### config.mk
export PLATFORM = sky130hd
export DESIGN_NAME = serial_dac_port
export DESIGN_NICKNAME = d
export VERILOG_FILES = /design/src/rtl/sdp_pkg.sv /design/src/rtl/sdp_sync.sv /design/src/rtl/sdp_frame_rx.sv /design/src/rtl/sdp_reg_bank.sv /design/src/rtl/serial_dac_port.sv
export SDC_FILE = /design/constraint.sdc
export NUM_CORES = 1
export LEC_CHECK = 0
export BUFFER_PORTS_ARGS = -buffer_cell sky130_fd_sc_hd__clkbuf_2
export CAP_MARGIN = 25
export CORE_MARGIN = 2
export CORE_UTILIZATION = 50
export CTS_CLUSTER_DIAMETER = 60
export DETAILED_ROUTE_END_ITERATION = 7
export PLACE_DENSITY = 0.67
export SETUP_SLACK_MARGIN = 0.15
export SLEW_MARGIN = 20
export SYNTH_ARGS = -nofsm -noshare
export SYNTH_HDL_FRONTEND = slang
export SYNTH_SLANG_ARGS = --single-unit
### constraint.sdc
create_clock -name clk -period 3.9 [get_ports clk]
set_clock_uncertainty 0.2 [all_clocks]
set_input_delay 0.78 -clock clk [delete_from_list [all_inputs] [get_ports clk]]
set_output_delay 0.78 -clock clk [all_outputs]
set_load 0.005 [all_outputs]
### src/rtl/sdp_pkg.sv
package sdp_pkg;
   localparam int HDR_W = 8;
   localparam logic [2:0] SEL_DATA   = 3'b000;
   localparam logic [2:0] SEL_GAIN   = 3'b010;
   localparam logic [2:0] SEL_OFFS   = 3'b011;
   localparam logic [2:0] ADDR_BCAST = 3'b100;
endpackage

### src/rtl/sdp_sync.sv
module sdp_sync #(
   parameter int         W       = 3,
   parameter int         STAGES  = 2,
   parameter logic [W-1:0] RST_VAL = '0
) (
   input  logic         clk,
   input  logic         rst_n,
   input  logic [W-1:0] d,
   output logic [W-1:0] q
);
   logic [W-1:0] stg [STAGES];

   genvar g;
   generate
      for (g = 0; g < STAGES; g++) begin : g_stage
         if (g == 0) begin : g_first
            always_ff @(posedge clk or negedge rst_n) begin
               if (!rst_n) stg[g] <= RST_VAL;
               else        stg[g] <= d;
            end
         end else begin : g_next
            always_ff @(posedge clk or negedge rst_n) begin
               if (!rst_n) stg[g] <= RST_VAL;
               else        stg[g] <= stg[g-1];
            end
         end
      end
   endgenerate

   assign q = stg[STAGES-1];
endmodule

### src/rtl/sdp_frame_rx.sv
module sdp_frame_rx #(
   parameter int FRAME_W = 24
) (
   input  logic               clk,
   input  logic               rst_n,
   input  logic               sclk_s,
   input  logic               sync_s,
   input  logic               sdin_s,
   input  logic               load_en,
   input  logic [FRAME_W-1:0] load_word,
   output logic               frame_ok,
   output logic [FRAME_W-1:0] word,
   output logic               sdo
);
   localparam int CNT_MAX = FRAME_W + 1;
   localparam int CNT_W   = $clog2(FRAME_W + 2);

   logic             sclk_p, sync_p;
   logic             sclk_fall, sync_fall, sync_rise, take_bit;
   logic [CNT_W-1:0] cnt;
   logic [FRAME_W-1:0] shreg;

   always_ff @(posedge clk or negedge rst_n) begin
      if (!rst_n) begin
         sclk_p <= 1'b1;
         sync_p <= 1'b1;
      end else begin
         sclk_p <= sclk_s;
         sync_p <= sync_s;
      end
   end

   assign sclk_fall = sclk_p & ~sclk_s;
   assign sync_fall = sync_p & ~sync_s;
   assign sync_rise = ~sync_p & sync_s;
   assign take_bit  = sclk_fall & ~sync_s;

   // counter saturates one past the frame length so overlong frames stay rejected
   always_ff @(posedge clk or negedge rst_n) begin
      if (!rst_n)
         cnt <= '0;
      else if (sync_fall)
         cnt <= '0;
      else if (take_bit && cnt != CNT_W'(CNT_MAX))
         cnt <= cnt + 1'b1;
   end

   always_ff @(posedge clk or negedge rst_n) begin
      if (!rst_n)
         shreg <= '0;
      else if (load_en)
         shreg <= load_word;
      else if (take_bit)
         shreg <= {shreg[FRAME_W-2:0], sdin_s};
   end

   assign frame_ok = sync_rise && (cnt == CNT_W'(FRAME_W));
   assign word     = shreg;
   assign sdo      = shreg[FRAME_W-1];
endmodule

### src/rtl/sdp_reg_bank.sv
module sdp_reg_bank
   import sdp_pkg::*;
#(
   parameter int DATA_W  = 16,
   parameter int NUM_CH  = 2,
   parameter int FRAME_W = 24
) (
   input  logic                     clk,
   input  logic                     rst_n,
   input  logic                     frame_ok,
   input  logic [FRAME_W-1:0]       word,
   input  logic                     ldac_n,
   input  logic                     clr_n,
   input  logic                     bin_mode,
   output logic                     rd_load,
   output logic [FRAME_W-1:0]       rd_word,
   output logic [NUM_CH*DATA_W-1:0] in_flat,
   output logic [NUM_CH*DATA_W-1:0] out_flat,
   output logic [NUM_CH*DATA_W-1:0] dac_code
);
   localparam logic [DATA_W-1:0] MID_FLIP = {1'b1, {(DATA_W-1){1'b0}}};

   logic              rd;
   logic [2:0]        sel, addr;
   logic [DATA_W-1:0] pay, rd_val;

   logic [DATA_W-1:0] in_a   [NUM_CH];
   logic [DATA_W-1:0] gain_a [NUM_CH];
   logic [DATA_W-1:0] ofs_a  [NUM_CH];

   assign rd   = word[FRAME_W-1];
   assign sel  = word[DATA_W+5:DATA_W+3];
   assign addr = word[DATA_W+2:DATA_W];
   assign pay  = word[DATA_W-1:0];

   genvar ch;
   generate
      for (ch = 0; ch < NUM_CH; ch++) begin : g_ch
         logic              hit, wr;
         logic [DATA_W-1:0] in_q, gain_q, ofs_q, out_q;

         assign hit = (addr == 3'(ch)) || (addr == ADDR_BCAST);
         assign wr  = frame_ok && !rd && hit;

         always_ff @(posedge clk or negedge rst_n) begin
            if (!rst_n) begin
               in_q   <= '0;
               gain_q <= '0;
               ofs_q  <= '0;
            end else if (wr) begin
               if (sel == SEL_DATA) in_q   <= pay;
               if (sel == SEL_GAIN) gain_q <= pay;
               if (sel == SEL_OFFS) ofs_q  <= pay;
            end
         end

         always_ff @(posedge clk or negedge rst_n) begin
            if (!rst_n)
               out_q <= '0;
            else if (!clr_n)
               out_q <= '0;
            else if (!ldac_n)
               out_q <= in_q;
         end

         assign in_a[ch]   = in_q;
         assign gain_a[ch] = gain_q;
         assign ofs_a[ch]  = ofs_q;
         assign in_flat[ch*DATA_W +: DATA_W]  = in_q;
         assign out_flat[ch*DATA_W +: DATA_W] = out_q;
         assign dac_code[ch*DATA_W +: DATA_W] = bin_mode ? out_q : (out_q ^ MID_FLIP);
      end
   endgenerate

   always_comb begin
      rd_val = '0;
      for (int c = 0; c < NUM_CH; c++) begin
         if ((addr == 3'(c)) || (addr == ADDR_BCAST && c == 0)) begin
            case (sel)
               SEL_DATA: rd_val = in_a[c];
               SEL_GAIN: rd_val = gain_a[c];
               SEL_OFFS: rd_val = ofs_a[c];
               default:  rd_val = '0;
            endcase
         end
      end
   end

   assign rd_load = frame_ok && rd;
   assign rd_word = {word[FRAME_W-1 -: HDR_W], rd_val};
endmodule

### src/rtl/serial_dac_port.sv
module serial_dac_port #(
   parameter int DATA_W      = 16,
   parameter int NUM_CH      = 2,
   parameter int FRAME_W     = 24,
   parameter int SYNC_STAGES = 2
) (
   input  logic                     clk,
   input  logic                     rst_n,
   input  logic                     sclk,
   input  logic                     sync_n,
   input  logic                     sdin,
   input  logic                     ldac_n,
   input  logic                     clr_n,
   input  logic                     bin_mode,
   output logic                     sdo,
   output logic [NUM_CH*DATA_W-1:0] dac_code
);
   generate
      if (FRAME_W != DATA_W + sdp_pkg::HDR_W) begin : g_bad_frame
         $error("FRAME_W must equal DATA_W plus the 8-bit header");
      end
      if (NUM_CH < 1 || NUM_CH > 4) begin : g_bad_ch
         $error("NUM_CH must be between 1 and 4");
      end
      if (SYNC_STAGES < 2) begin : g_bad_sync
         $error("SYNC_STAGES must be at least 2");
      end
   endgenerate

   logic [2:0]               pins_s;
   logic                     frame_ok, rd_load;
   logic [FRAME_W-1:0]       word, rd_word;
   logic [NUM_CH*DATA_W-1:0] in_flat, out_flat;

   sdp_sync #(
      .W       (3),
      .STAGES  (SYNC_STAGES),
      .RST_VAL (3'b011)
   ) u_sync (
      .clk   (clk),
      .rst_n (rst_n),
      .d     ({sdin, sync_n, sclk}),
      .q     (pins_s)
   );

   sdp_frame_rx #(
      .FRAME_W (FRAME_W)
   ) u_rx (
      .clk       (clk),
      .rst_n     (rst_n),
      .sclk_s    (pins_s[0]),
      .sync_s    (pins_s[1]),
      .sdin_s    (pins_s[2]),
      .load_en   (rd_load),
      .load_word (rd_word),
      .frame_ok  (frame_ok),
      .word      (word),
      .sdo       (sdo)
   );

   sdp_reg_bank #(
      .DATA_W  (DATA_W),
      .NUM_CH  (NUM_CH),
      .FRAME_W (FRAME_W)
   ) u_regs (
      .clk      (clk),
      .rst_n    (rst_n),
      .frame_ok (frame_ok),
      .word     (word),
      .ldac_n   (ldac_n),
      .clr_n    (clr_n),
      .bin_mode (bin_mode),
      .rd_load  (rd_load),
      .rd_word  (rd_word),
      .in_flat  (in_flat),
      .out_flat (out_flat),
      .dac_code (dac_code)
   );
endmodule

# ---- After elaboration in Yosys (flattened, before gate mapping)
# Index checks and enable logic that the tools add are counted.
# W data, S select, Z words.
dict set report word_totals {
  ff_bits 165
  inputBits 8
  out_inout_bits 33
  wordCells 67
}
dict set report classes {
  addsub 1
  n_eq_ne 7
  mux 14
  bitwise_logic 10
  n_reduce_logical 20
}
# operator count
set ops {}
lappend ops {{$mux W16} 10}
lappend ops {{$pmux W16 S3} 2}
lappend ops {{$reduce_and A2 Y1} 7}
lappend ops {{$mux W5} 2}
lappend ops {{$eq A3 B2 Y1 const B} 2}
lappend ops {{$logic_and A1 B1 Y1} 6}
lappend ops {{$logic_not A3 Y1} 2}
lappend ops {{$not A1 Y1} 6}
lappend ops {{$add A5 B1 Y5 const B} 1}
lappend ops {{$eq A5 B5 Y1 const B} 1}
lappend ops {{$ne A5 B5 Y1 const B} 1}
lappend ops {{$and A1 B1 Y1} 4}
lappend ops {{$reduce_bool A2 Y1} 2}
lappend ops {{$eq A3 B1 Y1 const B} 1}
lappend ops {{$eq A3 B3 Y1 const B} 1}
lappend ops {{$logic_or A1 B1 Y1} 2}
lappend ops {{$ne A2 B2 Y1 const B} 1}
lappend ops {{$logic_not A1 Y1} 1}

# ---- Longest topological paths before layout
# Gate-level depths: netlist of the first run.
dict set report depth {
  depth_word 6
  mapped_depth 8
  mapped_depth_nobuf 6
}

# ---- By module
# From an unflattened synthesis of the first run, not the netlist that was laid out.
dict set report unflattened {
  cells_unflattened 607
  area_unflattened_um2 7833.8
}
# module instances cells_each area_each_um2 seq_area_each_um2
set by_module_without_submodules {}
lappend by_module_without_submodules {sdp_reg_bank 1 456 6175.9 3203.1}
lappend by_module_without_submodules {sdp_frame_rx 1 142 1480.2 778.2}
lappend by_module_without_submodules {sdp_sync 1 9 177.7 155.1}

# ---- Least setup slack after synthesis of the first run
# OpenSTA, ideal clock, no wires.
dict set report synth_path {
  path_kind {reg-to-reg}
  start {reg u_rx.cnt[0]}
  end {reg u_regs.g_ch[0].in_q[10]}
  setup_time_ns 0.125
  arrival_time_ns 1.813
  required_time_ns 3.575
  path_slack_ns 1.763
  stages_incl_launch_ff 9
  path_buffers 2
  synth_period_minus_slack_ns 2.137
  path_cell_list {dfrtp_1 inv_1 ha_1 nand4bb_4 nor2_2 and4_1 buf_4 buf_6 mux2_2}
}
dict set report synth_via {
  elab_chain_cells 5
}
# element line
set synth_rtl {}
lappend synth_rtl {{start, declared} sdp_frame_rx.sv:20} ;# logic [CNT_W-1:0] cnt;
lappend synth_rtl {{start signal, assigned} sdp_frame_rx.sv:45} ;# cnt <= cnt + 1'b1;
lappend synth_rtl {{$eq A5 B5 Y1} sdp_frame_rx.sv:57} ;# assign frame_ok = sync_rise && (cnt == CNT_W'(FRAME_W));
lappend synth_rtl {{$logic_and A1 B1 Y1} sdp_frame_rx.sv:57}
lappend synth_rtl {{$logic_and A1 B1 Y1 (2 in a row)} sdp_reg_bank.sv:43} ;# assign wr = frame_ok && !rd && hit;
lappend synth_rtl {{$reduce_and A2 Y1 (no line)} n/a}
lappend synth_rtl {{end signal, assigned} sdp_reg_bank.sv:51} ;# if (sel == SEL_DATA) in_q <= pay;
lappend synth_rtl {{end, declared} sdp_reg_bank.sv:40} ;# logic [DATA_W-1:0] in_q, gain_q, ofs_q, out_q;
# No other way between the ends.
# A chain may end at the register's enable or synchronous reset.

# ---- Worst setup path after layout of the first run
dict set report layout_path {
  start {reg u_rx.shreg[20], in the netlist u_rx.word[20]}
  end {reg u_rx.shreg[13], in the netlist u_rx.word[13]}
}
dict set report layout_via {
  elab_chain_cells 5
  word_cells_on_any_way 8
  cone_classes {eq/ne: 2; mux: 5; reduce/logical: 1}
}
# element line
set layout_rtl {}
lappend layout_rtl {{start, declared} sdp_frame_rx.sv:21} ;# logic [FRAME_W-1:0] shreg;
lappend layout_rtl {{start signal, assigned} sdp_frame_rx.sv:52} ;# shreg <= load_word;
lappend layout_rtl {{start signal, assigned} sdp_frame_rx.sv:54} ;# shreg <= {shreg[FRAME_W-2:0], sdin_s};
lappend layout_rtl {{$eq A3 B2 Y1 or $logic_not A3 Y1 (tied branches)} sdp_reg_bank.sv:79} ;# case (sel)
lappend layout_rtl {{$pmux W16 S3} sdp_reg_bank.sv:79}
lappend layout_rtl {{$mux W16} sdp_reg_bank.sv:78} ;# if ((addr == 3'(c)) || (addr == ADDR_BCAST && c == 0)) begin
lappend layout_rtl {{$mux W16 (*)} sdp_reg_bank.sv:78}
lappend layout_rtl {{$mux W16 (*)} sdp_frame_rx.sv:51} ;# else if (load_en)
# Every way passes the cells marked *; elsewhere a longest branch is shown, timed or not.

==> impl_metrics.csv, run 1 <==
group,metric,value,unit
sta,min_period_over_period,68.2,%
pwr,p_per_area,420,nW/µm²
clock_network,worstSkewPairLatency,430,ps
final_layout,num-nets-final,611,
global_route,grt_pass1_wl,26000,µm
drt,wirelength,15900,µm
placed_design,dpl_worst_slack,1280,ps
pwr,peakVddDrop,0.372,mV
sta,timing.fmax,0.376,GHz
synthesis,synthArstFlopShare,100,%
synthesis,synth_seq_area_share,52.7,%
sta,setup_tns,0,ps
synthesis,synth_most_common_cell,"dfrtp_1",
pwr,p_total,3.59,mW
critical_path,cp_max_fo,18,
synthesis,syn_area,7850,µm²
floorplanning,placementRows,45,
drt,drt-initial-drc-count,202,
floorplanning,die_w,129,µm
floorplanning,die_area,16700,µm²
floorplanning,start_util,51.4,%
sta,hold_viol,0,
global_route,grt_max_degree,70,
sta,tightest_slew,864,ps
placed_design,placed_cells,792,
clock_network,numCtsBuffers,17,
sta,period_needed,2660,ps
final_layout,instances_no_fill,824,
clock_network,clkTransAtPathRegs,70,ps
clock_network,cts-htree-levels,4,
floorplanning,core-area,15300,µm²
global_route,grt.total_usage,20.5,%
drt,routed_via_density,5.60,
critical_path,crit_type,"reg2reg",
global_route,antenna_found_initial,0,
placed_design,io_buffers,40,
clock_network,cts.hold.buffers_added,0,
placed_design,hpwl,9910,µm
placed_design,postPlaceCellArea,7970,µm²
final_layout,antenna_cells,0,
sta,maxSlewViolCount,0,
synthesis,synth_ff_type,"dfrtp_1",
global_route,grt_pass1_vias,4814,
run,maxCapViolCount,0,
pwr,p_leak,4.16,nW
synthesis,yosys-top-cells-count,"159 x dfrtp_1, 91 x mux2_2, 45 x nand2_1, 34 x mux2_4, 34 x nor2b_1",
clock_network,cts_resized,0,
drt,wl_per_cell,19.3,µm
synthesis,yosysTopAreaCellShare,50.7,%
status,status,"complete, no violations",
sta,finalWorstSetupSlack,1240,ps
worst_hold_path,hp-class,"in2async",
final_layout,area_growth,8.93,%
final_layout,design_area,8550,µm²
synthesis,ys_seq_elements,165,
synthesis,yosys.cell_types.count,44,
floorplanning,ios,41,
drt,first_pass_iters,4,
critical_path,critPathArrivalTime,2800,ps
critical_path,r2r-start,"u_rx.word[20]",
sta,rsz0062_at_grt,"false",
critical_path,crit_required,4040,ps
placed_design,gp_congestion,0.864,
synthesis,netlist_instances,596,
clock_network,cts_tree,"built",
drt,drc,0,
global_route,gr-total-overflow,0,
clock_network,clock_sinks,165,
critical_path,cp-startpoint,"u_rx.word[20]",
clock_network,clockBufferDepth,2,
synthesis,syn_nets,607,
sta,finalSetupViolations,0,
sta,slew_headroom,42.4,%
critical_path,r2r_setup_slack,1240,ps
floorplanning,fp.dieH,129,µm
critical_path,end_kind,"register",
final_layout,drive_gt1_share,37.4,%
clock_network,root_buffer,"clkbuf_16",
synthesis,synth_area_leaders,"dfrtp_1 51%, mux2_2 13%, mux2_4 6.5%",
clock_network,cts_setup_buffers,0,
synthesis,ys.warnings.count,0,
synthesis,avgSynthCellArea,13.2,µm²
synthesis,yosysTopAreaCell,"dfrtp_1",
drt,postRouteAntennaNets,0,
synthesis,synth_edf_count,0,
critical_path,critPathLaunchType,"register",
drt,vias,4611,
final_layout,fill_cells,1240,
[where the power goes]
group	total, mW	internal, mW	leakage (nW)	switching (mW)
clock network	1.66	0.945	0.268	0.711
registers	1.79	1.74	2.27	0.0542
logic	0.143	0.0563	1.61	0.0865
total	3.59	2.74	4.16	0.852
[layer usage]
| layer | global-route usage [%] | up-vias | wire length, µm |
|---|---|---|---|
| li1 | - | 2118 | - |
| met1 | 27.4 | 2378 | 7320 |
| met2 | 32.3 | 90 | 7610 |
| met3 | 4.54 | 25 | 580 |
| met4 | 8.89 | 0 | 405 |
| met5 | 0 | - | 0 |
[flip-flops by register name, indices dropped and copies added (netlist names)]
| name | cells |
|---|---|
| u_regs.g_ch.in_q | 32 |
| u_regs.g_ch.ofs_q | 32 |
| u_regs.g_ch.gain_q | 32 |
| u_rx.sync_p | 1 |
| u_rx.cnt | 5 |
| u_rx.sclk_p | 1 |
| u_sync.q | 3 |
| u_regs.g_ch.out_q | 32 |
| u_sync.stg | 3 |
| u_rx.word | 24 |
[cell usage in the layout (no fill, tap or decap), types with 4 or more instances in the layout]
cell        Yosys  final
nand3_1        17     17
a22o_1         16     16
mux2_2         91     91
o211ai_1       16     16
a22oi_1        16     16
nor2_1          4      4
nor2b_1        34     34
a2bb2oi_1      15     15
buf_4          31     14
inv_6           0      4
nand2_1        45     45
dfstp_2         6      6
mux2_4         34     34
clkinvlp_4      0      6
dfrtp_1       159    159
xnor2_1         4      4
clkbuf_2        1     39
clkbuf_16       0     17
mux2i_1        32     32
[path summary, 6_finish.rpt]
path | to | cells past startpoint
max | u_rx.word[13] | 4
min reg2reg | u_sync.q[2] | 0
max in group asynchronous | u_regs.g_ch[1].in_q[4] | 2
min in group clk | u_sync.q[2] | 0
max reg2reg | u_rx.word[13] | 4
min | u_regs.g_ch[1].out_q[10] | 1
[worst max-delay path: stages (launching register included)]
cell      delay [ps]
dfrtp_1          770
nand2b_1         190
and4b_1          680
nand2_2          430
o211ai_1         300
[cells by family after synthesis]
kind of cell / Yosys count / share of synthesized area (%)
mux: 160 / 24.1
flops: 165 / 52.7
fa+ha+maj: 3 / 0.478
simple gates: 124 / 9.09
xor+xnor: 6 / 0.670
buf+inv: 72 / 6.22
compound gates: 66 / 6.75
[cell type report]
class                   count  area (µm²)  area share [%]
flip-flops and latches    165        4140            48.4
repair buffers             55         332            3.88
inverters                   2        7.51          0.0878
clock buffers              17         425            4.98
clock inverters            15         155            1.82
multi-input cells         359        3230            37.8
well taps                 211         264            3.09
[metrics by stage]
| step | hold slack [ps] | util (%) |
|---|---|---|
| 5_1_grt | 164 | 56.0 |
| 4_1_cts | 160 | 56.0 |
| 3_3_place_gp | 134 | 52.1 |
| 3_5_place_dp | 146 | 52.2 |
| 6_report | 153 | 56.0 |
| 2_1_floorplan | 131 | - |
Note: power is estimated with default switching activity, not from simulation.
==> run 2, diff against run 1 <==
Settings changed: ABC_AREA from default to 1, PLACE_DENSITY 0.67 to 0.7.
Clock period 3.9 ns to 2.32 ns, I/O delays scaled along.
==> impl_metrics.csv, run 2 <==
group,metric,value,unit
status,status,"complete, no violations",
sta,slew_headroom,51.1,%
drt,wl_per_cell,14.8,µm
pwr,peakVddDrop,0.523,mV
critical_path,critPathArrivalTime,2160,ps
global_route,grt_pass1_wl,29800,µm
floorplanning,core-area,15300,µm²
floorplanning,die_area,16700,µm²
pwr,p_leak,4.82,nW
synthesis,synth_most_common_cell,"nand2_1",
pwr,p_per_area,699,nW/µm²
floorplanning,placementRows,45,
clock_network,cts_tree,"built",
synthesis,yosysTopAreaCellShare,50.7,%
clock_network,root_buffer,"clkbuf_16",
synthesis,yosys-top-cells-count,"488 x nand2_1, 175 x nand3_1, 159 x dfrtp_1, 36 x buf_4, 34 x buf_2",
floorplanning,die_w,129,µm
synthesis,syn_nets,1019,
worst_hold_path,hp-class,"reg2reg",
sta,finalWorstSetupSlack,281,ps
final_layout,final_common_cell,"nand2_1",
synthesis,synth_area_leaders,"dfrtp_1 51%, nand2_1 23%, nand3_1 11%",
drt,drc,0,
critical_path,crit_family,"simple AND/OR/NAND/NOR gates",
drt,drt-initial-drc-count,542,
pwr,seqPwrFrac,49.8,%
final_layout,antenna_cells,0,
synthesis,netlist_instances,1008,
global_route,gr-total-overflow,0,
synthesis,avgSynthCellArea,7.79,µm²
drt,postRouteAntennaNets,0,
critical_path,crit_end,"u_regs.g_ch[0].ofs_q[7]",
clock_network,clockBufferDepth,2,
pwr,cell_internal_pwr,4.63,mW
critical_path,end_kind,"register",
sta,timing.fmax,0.490,GHz
clock_network,clock_sinks,165,
synthesis,yosys.cell_types.count,25,
placed_design,gp_congestion,0.854,
synthesis,ys.warnings.count,0,
critical_path,cp_max_fo,16,
critical_path,cp.depth,9,
drt,wirelength,18000,µm
final_layout,area_growth,11.6,%
final_layout,num-nets-final,1007,
critical_path,crit_path_cell_trace,"inv_1 -> ha_1 -> nand2_1 -> nor3_4 -> nand3_2 -> inv_2 -> nand2_2 -> nand2_1 -> nand2_1",
critical_path,r2r-end,"u_regs.g_ch[0].ofs_q[7]",
pwr,p_switching,1.50,mW
floorplanning,ios,41,
critical_path,critPathLaunchType,"register",
floorplanning,fp.dieH,129,µm
synthesis,synth_edf_count,0,
final_layout,drive_gt1_share,12.0,%
drt,vias,6331,
synthesis,synthArstFlopShare,100,%
pwr,swShare,24.4,%
drt,first_pass_iters,5,
critical_path,r2r_setup_slack,280,ps
sta,min_period_over_period,87.9,%
placed_design,placed_cells,1183,
critical_path,crit_path_frequent_cell,"nand2_1",
drt,routed_via_density,5.19,
synthesis,ys_seq_elements,165,
sta,finalSetupViolations,0,
placed_design,io_buffers,40,
placed_design,dpl_worst_slack,233,ps
sta,period_needed,2040,ps
floorplanning,start_util,51.5,%
global_route,grt_pass1_vias,5778,
synthesis,synth_ff_type,"dfrtp_1",
synthesis,synth_seq_area_share,52.7,%
synthesis,yosysTopAreaCell,"dfrtp_1",
final_layout,instances_no_fill,1220,
clock_network,numCtsBuffers,17,
clock_network,clkTransAtPathRegs,60,ps
pwr,p_comb_share,3.9,%
global_route,grt.total_usage,23.0,%
sta,rsz0062_at_grt,"true",
critical_path,critPathBufInv,2,
sta,maxSlewViolCount,0,
critical_path,crit_required,2440,ps
final_layout,mostFrequentLayoutCells,"488 x nand2_1, 175 x nand3_1, 159 x dfrtp_1, 39 x clkbuf_2, 33 x inv_1",
sta,setup_tns,0,ps
global_route,grt_max_degree,65,
critical_path,crit_type,"reg2reg",
critical_path,cp-startpoint,"u_rx.cnt[0]",
placed_design,hpwl,11800,µm
sta,tightest_slew,733,ps
clock_network,cts-htree-levels,4,
global_route,antenna_found_initial,0,
critical_path,r2r-start,"u_rx.cnt[0]",
critical_path,slowest_delay,410,ps
run,maxCapViolCount,0,
pwr,power_frac_clock,46.3,%
synthesis,syn_area,7850,µm²
critical_path,worstRegToRegCells,9,
sta,hold_viol,0,
critical_path,crit_slowest_cell,"dfrtp_1",
clock_network,worstSkewPairLatency,430,ps
worst_hold_path,whs_path_depth,0,
[run 2: layer usage]
metal / routed length (µm) / up-vias / track usage (%)
met4: 374 / 0 / 8.18
li1: - / 3124 / -
met5: 0 / - / 0
met2: 8070 / 200 / 34.1
met1: 8610 / 2981 / 33.6
met3: 976 / 26 / 5.04
[run 2: layout make-up]
cell class                 instances  area (µm²)
clock inverter                    14         168
tap                              211         264
sequential                       165        4140
multi-input combinational        710        3080
inverter                          34         128
timing repair buffer              68         559
clock buffer                      18         429
fill                            1374        6490
[run 2: how the worst min path moves through the flow]
stage	from	endpoint	slack, ps
2_1_floorplan	rst_n	u_regs.g_ch[0].gain_q[0]	-30
3_3_place_gp	u_sync.stg[5]	u_sync.q[2]	130
3_5_place_dp	u_sync.stg[5]	u_sync.q[2]	150
4_1_cts	u_sync.stg[3]	u_sync.q[0]	160
5_1_grt	u_sync.stg[3]	u_sync.q[0]	160
6_report	u_sync.stg[5]	u_sync.q[2]	160
[run 2: cell families after synthesis]
| group | synth area share (%) |
|---|---|
| simple gates | 36.7 |
| flops | 52.7 |
| buf+inv | 8.81 |
| compound gates | 0.988 |
| xor+xnor | 0.335 |
| fa+ha+maj | 0.478 |
[run 2: what timing repair did]
| item | in CTS | in global routing |
|---|---|---|
| endpoints found under the setup margin | 0 | 70 |
| hold buffers | 4 | 0 |
| setup buffers | 0 | 1 |
| gates resized for setup | 0 | 7 |
| hold endpoints to repair | 35 | 0 |
[run 2: power by group through the flow]
stage / Clock, mW / Combinational [mW] / Sequential (mW)
after detailed placement: 0 / 0.239 / 3.09
after global routing: 3.00 / 0.280 / 3.05
after CTS: 2.87 / 0.245 / 3.04
after global placement: 0 / 0.233 / 3.09
final: 2.83 / 0.240 / 3.05
after floorplan: 0 / 0.204 / 3.00
[run 2: stage by stage]
| step | util, % | total power [mW] | instance area (µm²) | hold slack [ps] |
|---|---|---|---|---|
| final | 57.4 | 6.12 | 8760 | 156 |
| after floorplan | - | 3.21 | 7850 | -31.6 |
| after global placement | 52.9 | 3.33 | 8070 | 133 |
| after detailed placement | 52.9 | 3.33 | 8070 | 146 |
| after CTS | 57.1 | 6.16 | 8710 | 159 |
| after global routing | 57.4 | 6.33 | 8760 | 164 |
==> run 3, diff against run 2 <==
Settings changed: CTS_BUF_LIST from default to sky130_fd_sc_hd__clkbuf_16.
==> impl_metrics.csv, run 3 (synthesis gave the netlist of run 2 again) <==
group,metric,value,unit
status,status,"complete, no violations",
clock_network,cts_tree,"built",
placed_design,io_buffers,40,
pwr,swShare,24.5,%
critical_path,end_kind,"register",
global_route,grt.total_usage,23.0,%
global_route,grt_pass1_wl,29800,µm
drt,wl_per_cell,14.8,µm
global_route,antenna_found_initial,0,
critical_path,cp_max_fo,16,
floorplanning,fp.dieH,129,µm
critical_path,r2r-start,"u_rx.cnt[0]",
worst_hold_path,whs_path_depth,0,
sta,maxSlewViolCount,0,
sta,finalWorstSetupSlack,281,ps
pwr,p_total,6.12,mW
critical_path,crit_type,"reg2reg",
worst_hold_path,hp-class,"reg2reg",
pwr,power_frac_clock,46.3,%
clock_network,numCtsBuffers,17,
pwr,p_switching,1.50,mW
final_layout,num-nets-final,1007,
pwr,peakVddDrop,0.522,mV
pwr,p_leak,4.83,nW
run,maxCapViolCount,0,
placed_design,gp_congestion,0.854,
clock_network,worstSkewPairLatency,430,ps
global_route,gr-total-overflow,0,
drt,postRouteAntennaNets,0,
drt,drc,0,
global_route,grt_max_degree,65,
clock_network,clockBufferDepth,2,
sta,tightest_slew,735,ps
sta,slew_headroom,50.9,%
placed_design,hpwl,11800,µm
pwr,seqPwrFrac,49.8,%
drt,drt-initial-drc-count,542,
critical_path,worstRegToRegCells,9,
sta,period_needed,2040,ps
critical_path,critPathLaunchType,"register",
floorplanning,core-area,15300,µm²
sta,timing.fmax,0.491,GHz
floorplanning,ios,41,
clock_network,clkTransAtPathRegs,60,ps
floorplanning,start_util,51.5,%
pwr,p_comb_share,3.9,%
floorplanning,die_w,129,µm
worst_hold_path,min-delay-start,"u_sync.stg[5]",
critical_path,r2r-end,"u_regs.g_ch[0].ofs_q[7]",
sta,finalSetupViolations,0,
drt,vias,6332,
final_layout,antenna_cells,0,
pwr,cell_internal_pwr,4.62,mW
sta,rsz0062_at_grt,"true",
critical_path,r2r_setup_slack,280,ps
clock_network,root_buffer,"clkbuf_16",
final_layout,drive_gt1_share,12.0,%
sta,setup_tns,0,ps
drt,routed_via_density,5.19,
sta,min_period_over_period,87.9,%
clock_network,clock_sinks,165,
final_layout,mostFrequentLayoutCells,"488 x nand2_1, 175 x nand3_1, 159 x dfrtp_1, 39 x clkbuf_2, 34 x inv_1",
final_layout,area_growth,11.6,%
drt,wirelength,18000,µm
worst_hold_path,whs_endpoint,"u_sync.q[2]",
floorplanning,placementRows,45,
final_layout,fill_cells,1374,
critical_path,critPathArrivalTime,2160,ps
drt,first_pass_iters,5,
final_layout,final_common_cell,"nand2_1",
floorplanning,die_area,16700,µm²
critical_path,crit_required,2440,ps
sta,hold_viol,0,
global_route,grt_pass1_vias,5778,
placed_design,dpl_worst_slack,233,ps
pwr,p_per_area,698,nW/µm²
clock_network,cts-htree-levels,4,
## run 3: cell types whose count changed in the layout (fill, tap and decap cells not counted), sizes merged
| cell | delta |
|---|---|
| inv | +1 |
| clkbuf | -1 |
## run 3: power groups by stage
stage,registers [mW],logic (mW),clock network [mW]
floorplan,3.00,0.204,0
global placement,3.09,0.233,0
detailed placement,3.09,0.239,0
CTS,3.04,0.245,2.87
global route,3.05,0.280,2.99
finish,3.05,0.240,2.83
## run 3: what timing repair did
item / in CTS / in global routing
endpoints found under the hold margin: 35 / 0
setup buffers: 0 / 1
gates resized for setup: 0 / 7
setup endpoints to repair: 0 / 70
hold buffers: 4 / 0
## run 3: worst max path at each step
stage | from | to | slack (ps)
floorplan | u_rx.cnt[0] | u_regs.g_ch[0].gain_q[0] | 390
global placement | u_rx.cnt[0] | u_regs.g_ch[1].in_q[11] | 270
detailed placement | u_rx.cnt[0] | u_regs.g_ch[1].ofs_q[12] | 230
CTS | u_rx.cnt[0] | u_regs.g_ch[1].in_q[7] | 210
global route | u_rx.cnt[0] | u_regs.g_ch[0].ofs_q[5] | 130
finish | u_rx.cnt[0] | u_regs.g_ch[0].ofs_q[7] | 280
## run 3: layout make-up
cell class | count | area, µm² | area share, %
clock buffers | 17 | 425 | 4.85
clock inverters | 15 | 171 | 1.96
inverters | 34 | 128 | 1.46
multi-input cells | 710 | 3080 | 35.1
flip-flops and latches | 165 | 4140 | 47.2
well taps | 211 | 264 | 3.01
repair buffers | 68 | 559 | 6.38
## run 3: per-stage QoR
step / cells / utilization [%] / area (µm²) / hold slack [ps]
6_report: 1220 / 57.4 / 8760 / 156
5_1_grt: 1220 / 57.4 / 8760 / 164
4_1_cts: 1219 / 57.1 / 8710 / 159
3_5_place_dp: 1183 / 52.9 / 8070 / 146
3_3_place_gp: 1183 / 52.9 / 8070 / 133
2_1_floorplan: 1008 / - / 7850 / -31.6
## run 3: metal layers
| layer | up-vias | GRT usage (%) | wire length, µm |
|---|---|---|---|
| met5 | - | 0 | 0 |
| met4 | 0 | 8.18 | 385 |
| met3 | 28 | 5.04 | 955 |
| met2 | 200 | 34.1 | 8070 |
| met1 | 2981 | 33.6 | 8610 |
| li1 | 3123 | - | - |
## run 3: worst max-delay path: stages, from the launching register on
cell and delay, ps:
dfrtp_1 410, inv_1 100, ha_1 170, nand2_1 80, nor3_4 220, nand3_2 140, inv_2 140, nand2_2 240
nand2_1 160, nand2_1 60
